**src/rtl/ring_dma_regs_pkg.sv**
```systemverilog
package ring_dma_regs_pkg;
  localparam int ADDR_W = 8;
  localparam int DATA_W = 8;
  localparam logic [ADDR_W-1:0] OFS_CTRL = 8'h4C;
  localparam logic [ADDR_W-1:0] OFS_STAT = 8'h4D;
  localparam logic [ADDR_W-1:0] OFS_SIZE = 8'h4E;
  localparam logic [DATA_W-1:0] SIZE_VAL = 8'h42;
  localparam int BIT_RUN   = 1;
  localparam int BIT_IRQEN = 0;
  localparam int BIT_ERR   = 0;

  typedef struct packed {
    logic wrCtrl;
    logic wrStat;
    logic rdCtrl;
    logic rdStat;
    logic rdSize;
    logic rdAny;
  } regStrobe_t;
endpackage

```
**src/rtl/ring_dma_regs_ctrl.sv**
```systemverilog
module ring_dma_regs_ctrl
  import ring_dma_regs_pkg::*;
(
  input  logic [ADDR_W-1:0] regAddr,
  input  logic              regWrEn,
  input  logic              regRdEn,
  output regStrobe_t        strb
);
  logic hitCtrl, hitStat, hitSize;

  always_comb begin
    hitCtrl = (regAddr == OFS_CTRL);
    hitStat = (regAddr == OFS_STAT);
    hitSize = (regAddr == OFS_SIZE);
    strb.wrCtrl = regWrEn && hitCtrl;
    strb.wrStat = regWrEn && hitStat;
    strb.rdCtrl = regRdEn && hitCtrl;
    strb.rdStat = regRdEn && hitStat;
    strb.rdSize = regRdEn && hitSize;
    strb.rdAny  = regRdEn;
  end
endmodule

```
**src/rtl/ring_dma_regs_dp.sv**
```systemverilog
module ring_dma_regs_dp
  import ring_dma_regs_pkg::*;
(
  input  logic              clk,
  input  logic              rst,
  input  regStrobe_t        strb,
  input  logic [DATA_W-1:0] wrData,
  input  logic              dmaIdle,
  input  logic              memErr,
  output logic [DATA_W-1:0] rdData,
  output logic              dmaRun,
  output logic              irq
);
  logic runReq, irqEn, errStat;
  logic [DATA_W-1:0] ctrlView, statView, rdNext;

  always_ff @(posedge clk) begin
    if (rst) begin
      runReq <= 1'b0;
      irqEn  <= 1'b0;
    end else if (strb.wrCtrl) begin
      runReq <= wrData[BIT_RUN];
      irqEn  <= wrData[BIT_IRQEN];
    end
  end

  always_ff @(posedge clk) begin
    if (rst)
      errStat <= 1'b0;
    else if (memErr)
      errStat <= 1'b1;
    else if (strb.wrStat && wrData[BIT_ERR])
      errStat <= 1'b0;
  end

  always_comb begin
    ctrlView = '0;
    ctrlView[BIT_RUN]   = runReq | ~dmaIdle;
    ctrlView[BIT_IRQEN] = irqEn;
    statView = '0;
    statView[BIT_ERR] = errStat;
    rdNext = '0;
    if (strb.rdCtrl)      rdNext = ctrlView;
    else if (strb.rdStat) rdNext = statView;
    else if (strb.rdSize) rdNext = SIZE_VAL;
  end

  always_ff @(posedge clk) begin
    if (rst || !strb.rdAny) rdData <= '0;
    else                    rdData <= rdNext;
  end

  assign dmaRun = runReq;
  assign irq    = errStat & irqEn;


  err_set_chk: assert property (@(posedge clk) disable iff (rst) memErr |=> errStat);

  stat_clr_chk: assert property (@(posedge clk) disable iff (rst)
    (strb.wrStat && wrData[BIT_ERR] && !memErr) |=> !errStat);

  run_hold_chk: assert property (@(posedge clk) disable iff (rst)
    (strb.rdCtrl && !dmaIdle) |=> rdData[BIT_RUN]);

  size_rd_chk: assert property (@(posedge clk) disable iff (rst)
    strb.rdSize |=> (rdData == SIZE_VAL));

  irq_off_chk: assert property (@(posedge clk) disable iff (rst)
    (strb.wrCtrl && !wrData[BIT_IRQEN]) |=> !irq);
endmodule

```
**src/rtl/ring_dma_regs.sv**
```systemverilog
module ring_dma_regs
  import ring_dma_regs_pkg::*;
(
  input  logic              clk,
  input  logic              rst,
  input  logic [ADDR_W-1:0] regAddr,
  input  logic              regWrEn,
  input  logic [DATA_W-1:0] regWrData,
  input  logic              regRdEn,
  output logic [DATA_W-1:0] regRdData,
  output logic              dmaRun,
  input  logic              dmaIdle,
  input  logic              memErr,
  output logic              irq
);
  regStrobe_t strb;

  ring_dma_regs_ctrl u_ctrl (
    .regAddr(regAddr), .regWrEn(regWrEn), .regRdEn(regRdEn), .strb(strb)
  );

  ring_dma_regs_dp u_dp (
    .clk(clk), .rst(rst), .strb(strb), .wrData(regWrData),
    .dmaIdle(dmaIdle), .memErr(memErr), .rdData(regRdData),
    .dmaRun(dmaRun), .irq(irq)
  );
endmodule

```
**config.mk**
```make
export PLATFORM = sky130hd
export DESIGN_NAME = ring_dma_regs
export DESIGN_NICKNAME = d
export VERILOG_FILES = /design/src/rtl/ring_dma_regs_pkg.sv /design/src/rtl/ring_dma_regs_ctrl.sv /design/src/rtl/ring_dma_regs_dp.sv /design/src/rtl/ring_dma_regs.sv
export SDC_FILE = /design/constraint.sdc
export NUM_CORES = 1
export LEC_CHECK = 0
export ABC_AREA = 1
export BUFFER_PORTS_ARGS = -buffer_cell sky130_fd_sc_hd__buf_2
export CORE_AREA = 5 5 42 44
export DETAILED_ROUTE_END_ITERATION = 8
export DIE_AREA = 0 0 47 49
export PLACE_DENSITY = 0.68
export SKIP_CTS_REPAIR_TIMING = 1
export SLEW_MARGIN = 25
export SYNTH_ARGS = -nofsm -noshare
export SYNTH_HDL_FRONTEND = slang
export SYNTH_SLANG_ARGS = --single-unit
export TNS_END_PERCENT = 50
```
**constraint.sdc**
```tcl
create_clock -name clk -period 1.7 [get_ports clk]
set_clock_uncertainty 0.05 [all_clocks]
set_input_delay 0.085 -clock clk [delete_from_list [all_inputs] [get_ports clk]]
set_output_delay 0.085 -clock clk [all_outputs]
set_load 0.005 [all_outputs]
```
[Yosys cells after proc, flatten, opt, wreduce, memory -nomap -nowiden]
Index checks and enable logic that the tools add are counted.
Operators by class
  equal/unequal tests: 3
  multiplexer cells: 5
  bitwise logic cells: 3
  reduce and logical (&&, ||, !) cells: 10
Operators by type and width (count)
  $eq A8 B7 Y1 const B: 3
  $mux W7: 1
  $logic_and A1 B1 Y1: 6
  $mux W2: 2
  $reduce_or A3 Y1: 1
  $mux W1: 2
  $reduce_bool A2 Y1: 1
  $and A1 B1 Y1: 1
  $logic_not A1 Y1: 1
  $logic_or A1 B1 Y1: 1
  $not A1 Y1: 1
  $or A1 B1 Y1: 1
Storage, ports and cells
  bits in registers: 10
  input port bits: 22
  output and inout port bits: 10
  logic and storage cells: 26

[Logic depth before layout (Yosys ltp)]
  depth in word-level cells: 5
  mapped depth: 7
  depth with buffers taken out: 7

[Hierarchy]
A second synthesis with hierarchy kept.
Second synthesis, totals
  cells, all modules: 66
  area total of the unflattened synthesis: 384.1 um2
Modules (own cells, without submodules)
  ring_dma_regs_dp: instances 1, cells an instance 40, area an instance 276.5 um2
  ring_dma_regs_ctrl: instances 1, cells an instance 26, area an instance 107.6 um2

[Least setup slack after synthesis]
Ideal clock, no wire load.
  path type: register -> register
  start point: register u_dp.errStat
  end point: register u_dp.rdData[0]
  library setup time: 66 ps
  arrival time: 607 ps
  data required time: 1584 ps
  setup slack: 977 ps
  stages on the path, launching flop included: 5
  buffers on the path: 0
  cell sequence: dfxtp_1 nand2_1 nor2_1 nand2_1 a21oi_2
Between the ends
  cells in the longest elaborated chain, start to end: 2
RTL lines
  start, declared: RTL line ring_dma_regs_dp.sv:14  | logic runReq, irqEn, errStat;
  start signal, assigned: RTL line ring_dma_regs_dp.sv:29  | errStat <= 1'b0;
  start signal, assigned: RTL line ring_dma_regs_dp.sv:31  | errStat <= 1'b1;
  start signal, assigned: RTL line ring_dma_regs_dp.sv:33  | errStat <= 1'b0;
  $mux W2: RTL line ring_dma_regs_dp.sv:44  | else if (strb.rdStat) rdNext = statView;
  $mux W2: RTL line ring_dma_regs_dp.sv:43  | if (strb.rdCtrl) rdNext = ctrlView;
  end signal, assigned: RTL line ring_dma_regs_dp.sv:50  | else rdData <= rdNext;
  end, declared: RTL line ring_dma_regs_dp.sv:10  | output logic [DATA_W-1:0] rdData,
Every way passes these cells.
A chain may end at the register's enable or synchronous reset.

[Worst setup path after layout]
  start point: input rst
  end point: register u_dp.rdData[1]
Between the ends
  cells in the longest elaborated chain, start to end: 1
RTL lines
  start, declared: RTL line ring_dma_regs.sv:5  | input logic rst,
  $logic_or A1 B1 Y1: RTL line ring_dma_regs_dp.sv:49  | if (rst || !strb.rdAny) rdData <= '0;
Every way passes these cells.

==> out/results.txt <==
Outcome: complete, no violations
Synth cell types: 15
Initial Utilization: 0.3152
Worst hold slack: 0.01695 ns
Syn Inst Count: 72
Final net count: 119
CTS Root Cell: clkbuf_4
Vias per cell: 3.973
Htree depth: 1
Most common cell in the netlist: inv_1
Total power: 0.3308 mW
Vias in the first global route: 382
Final GP Congestion: 0.7460
P per Cell Area: 578.5 nW/um2
Synth Flop Type: dfxtp_1
Fin cells: 111
DP Cell Count: 107
Avg Cell Area, Syn: 6.134 um2
Setup CP Type: input pin to flip-flop
Sequential cell area: 120.1 um2
Die area: 2303 um2
DR pass1 iterations: 2
Worst setup SP type: input pin
Tcrit/Tclk final: 0.6798
Peak VDD IR: 0.0001190 V
Core Footprint: 1401 um2
Grt ovf: 0
Setup violators final: 0
IO Port Bufs: 20
Antenna violations before repair: 0
Final hold viol count: 0
Place WS: 0.8194 ns
Finished layout cell area: 571.8 um2
Wirelength, routed: 858 um
CP Max Fanout: 3
Maximum root-to-sink buffer count: 2
Commonest cells post-synth: inv_1 (17), nand2_1 (16), nor2_1 (7)
Die height: 49 um
Yosys warning total: 0
Post-route DRC: 0
Share of cells above drive strength 1: 0.3789
GRT Overall Usage: 0.08931
MaxCap Viol Count: 0
Yosys reg bits: 6
DP Area: 539.3 um2
Fillers: 175
Arrival time at the worst endpoint: 1.30 ns
Final core occ: 0.4080
Fin crit period: 1.156 ns
First-pass GRT wire length: 1414 um
Top cells by area, synth: dfxtp_1 (27%), inv_1 (14%), nand2_1 (14%), buf_4 (8.5%), nand2_2 (7.1%)
Leak: 0.3452 nW
Synth-to-layout area growth: 29.46%
Total number of vias: 441
DR WL/cell: 7.730 um
Top-area cell type share of the netlist area: 0.2720
Async SR Flop Fraction: 0
Largest net degree at the start of global routing: 5
Post-DP HPWL: 759.4 um
Post-synthesis sequential area ratio: 0.2720
Synth area leader: dfxtp_1
Mapped Area: 441.7 um2
Routed Antenna Nets: 0
Antenna cells: 0
Pins over their slew limit: 0
TNS Setup: 0 ns
TritonCTS clock tree: yes
Unrepaired setup endpoints after global routing: no
Site Rows: 14
CTS Sinks: 6
Post-synth EDFFs: 0
Final worst setup slack: 0.5444 ns
Number of buffers inserted during clock tree synthesis: 3
CP required: 1.84 ns
Drt initial violations: 2
Critical Path Sink Type: flip-flop
Clock-pin slew on the worst setup and hold paths: 0.05 ns
Insertion delay to the later sink of the worst-skew pair: 0.24 ns
Multi-input gate area: 231.5 um2
Die X: 47 um
Max Freq: 865.3 MHz
Min-delay worst type: input pin to flip-flop
I/O pins: 32
[cell families after synthesis]
| kind of cell | Yosys count | synth area share |
|---|---|---|
| AOI/OAI and AO/OA | 3 | 0.04250 |
| buffers and inverters | 23 | 0.2380 |
| DFF | 6 | 0.2720 |
| other | 1 | 0.008490 |
| and+or+nand+nor | 39 | 0.4391 |
[where the power goes]
part / internal (mW) / switching [mW]
registers: 0.143 / 0.00143
clock network: 0.0799 / 0.0530
logic: 0.0233 / 0.0300
total: 0.246 / 0.0844
[worst max-delay path: stages]
cell and delay (ns):
dlygate4sd3_1 0.53, buf_2 0.12, inv_1 0.08, nand2_1 0.10
nor3_1 0.18, nand3_1 0.12, nand2_1 0.07
[layout by cell type, fill, tap and decap left out, drive strengths merged]
| cell | Yosys | routed |
|---|---|---|
| dfxtp | 6 | 6 |
| nand2 | 21 | 21 |
| nand3 | 5 | 5 |
| buf | 5 | 20 |
| dlygate4sd3 | 0 | 1 |
| nor2 | 12 | 12 |
| inv | 18 | 18 |
| nor3 | 1 | 1 |
| conb | 1 | 5 |
| clkbuf | 0 | 3 |
| a21oi | 3 | 3 |
[flip-flops by register name, indices dropped and copies added (netlist names)]
signal,flops
u_dp.rdData,3
u_dp.errStat,1
u_dp.irqEn,1
u_dp.dmaRun,1
[final cells by class]
cell class	instances	share of cell area
timing repair buffer	21	0.1926
sequential	6	0.2101
clock buffer	3	0.03939
tap	16	0.03501
inverter	18	0.1182
multi-input combinational	47	0.4048
[per-layer routing]
metal	GRT usage	share of wire
met4	0.1244	0.059
met5	0	0
met2	0.1335	0.43
met1	0.08315	0.40
met3	0.01107	0.12
[final timing paths]
kind                                                start                        end  slack (ns)  depth (start not counted)
worst min-delay path                               memErr  u_dp.errStat$_SDFFE_PP0P_        0.02                          3
worst min register to register  u_dp.errStat$_SDFFE_PP0P_  u_dp.errStat$_SDFFE_PP0P_        0.43                          2
worst max register to register  u_dp.errStat$_SDFFE_PP0P_  u_dp.rdData[0]$_SDFF_PP0_        0.91                          4
worst max-delay path                                  rst  u_dp.rdData[1]$_SDFF_PP0_        0.54                          7
Note: power is estimated with default switching activity, not from simulation.
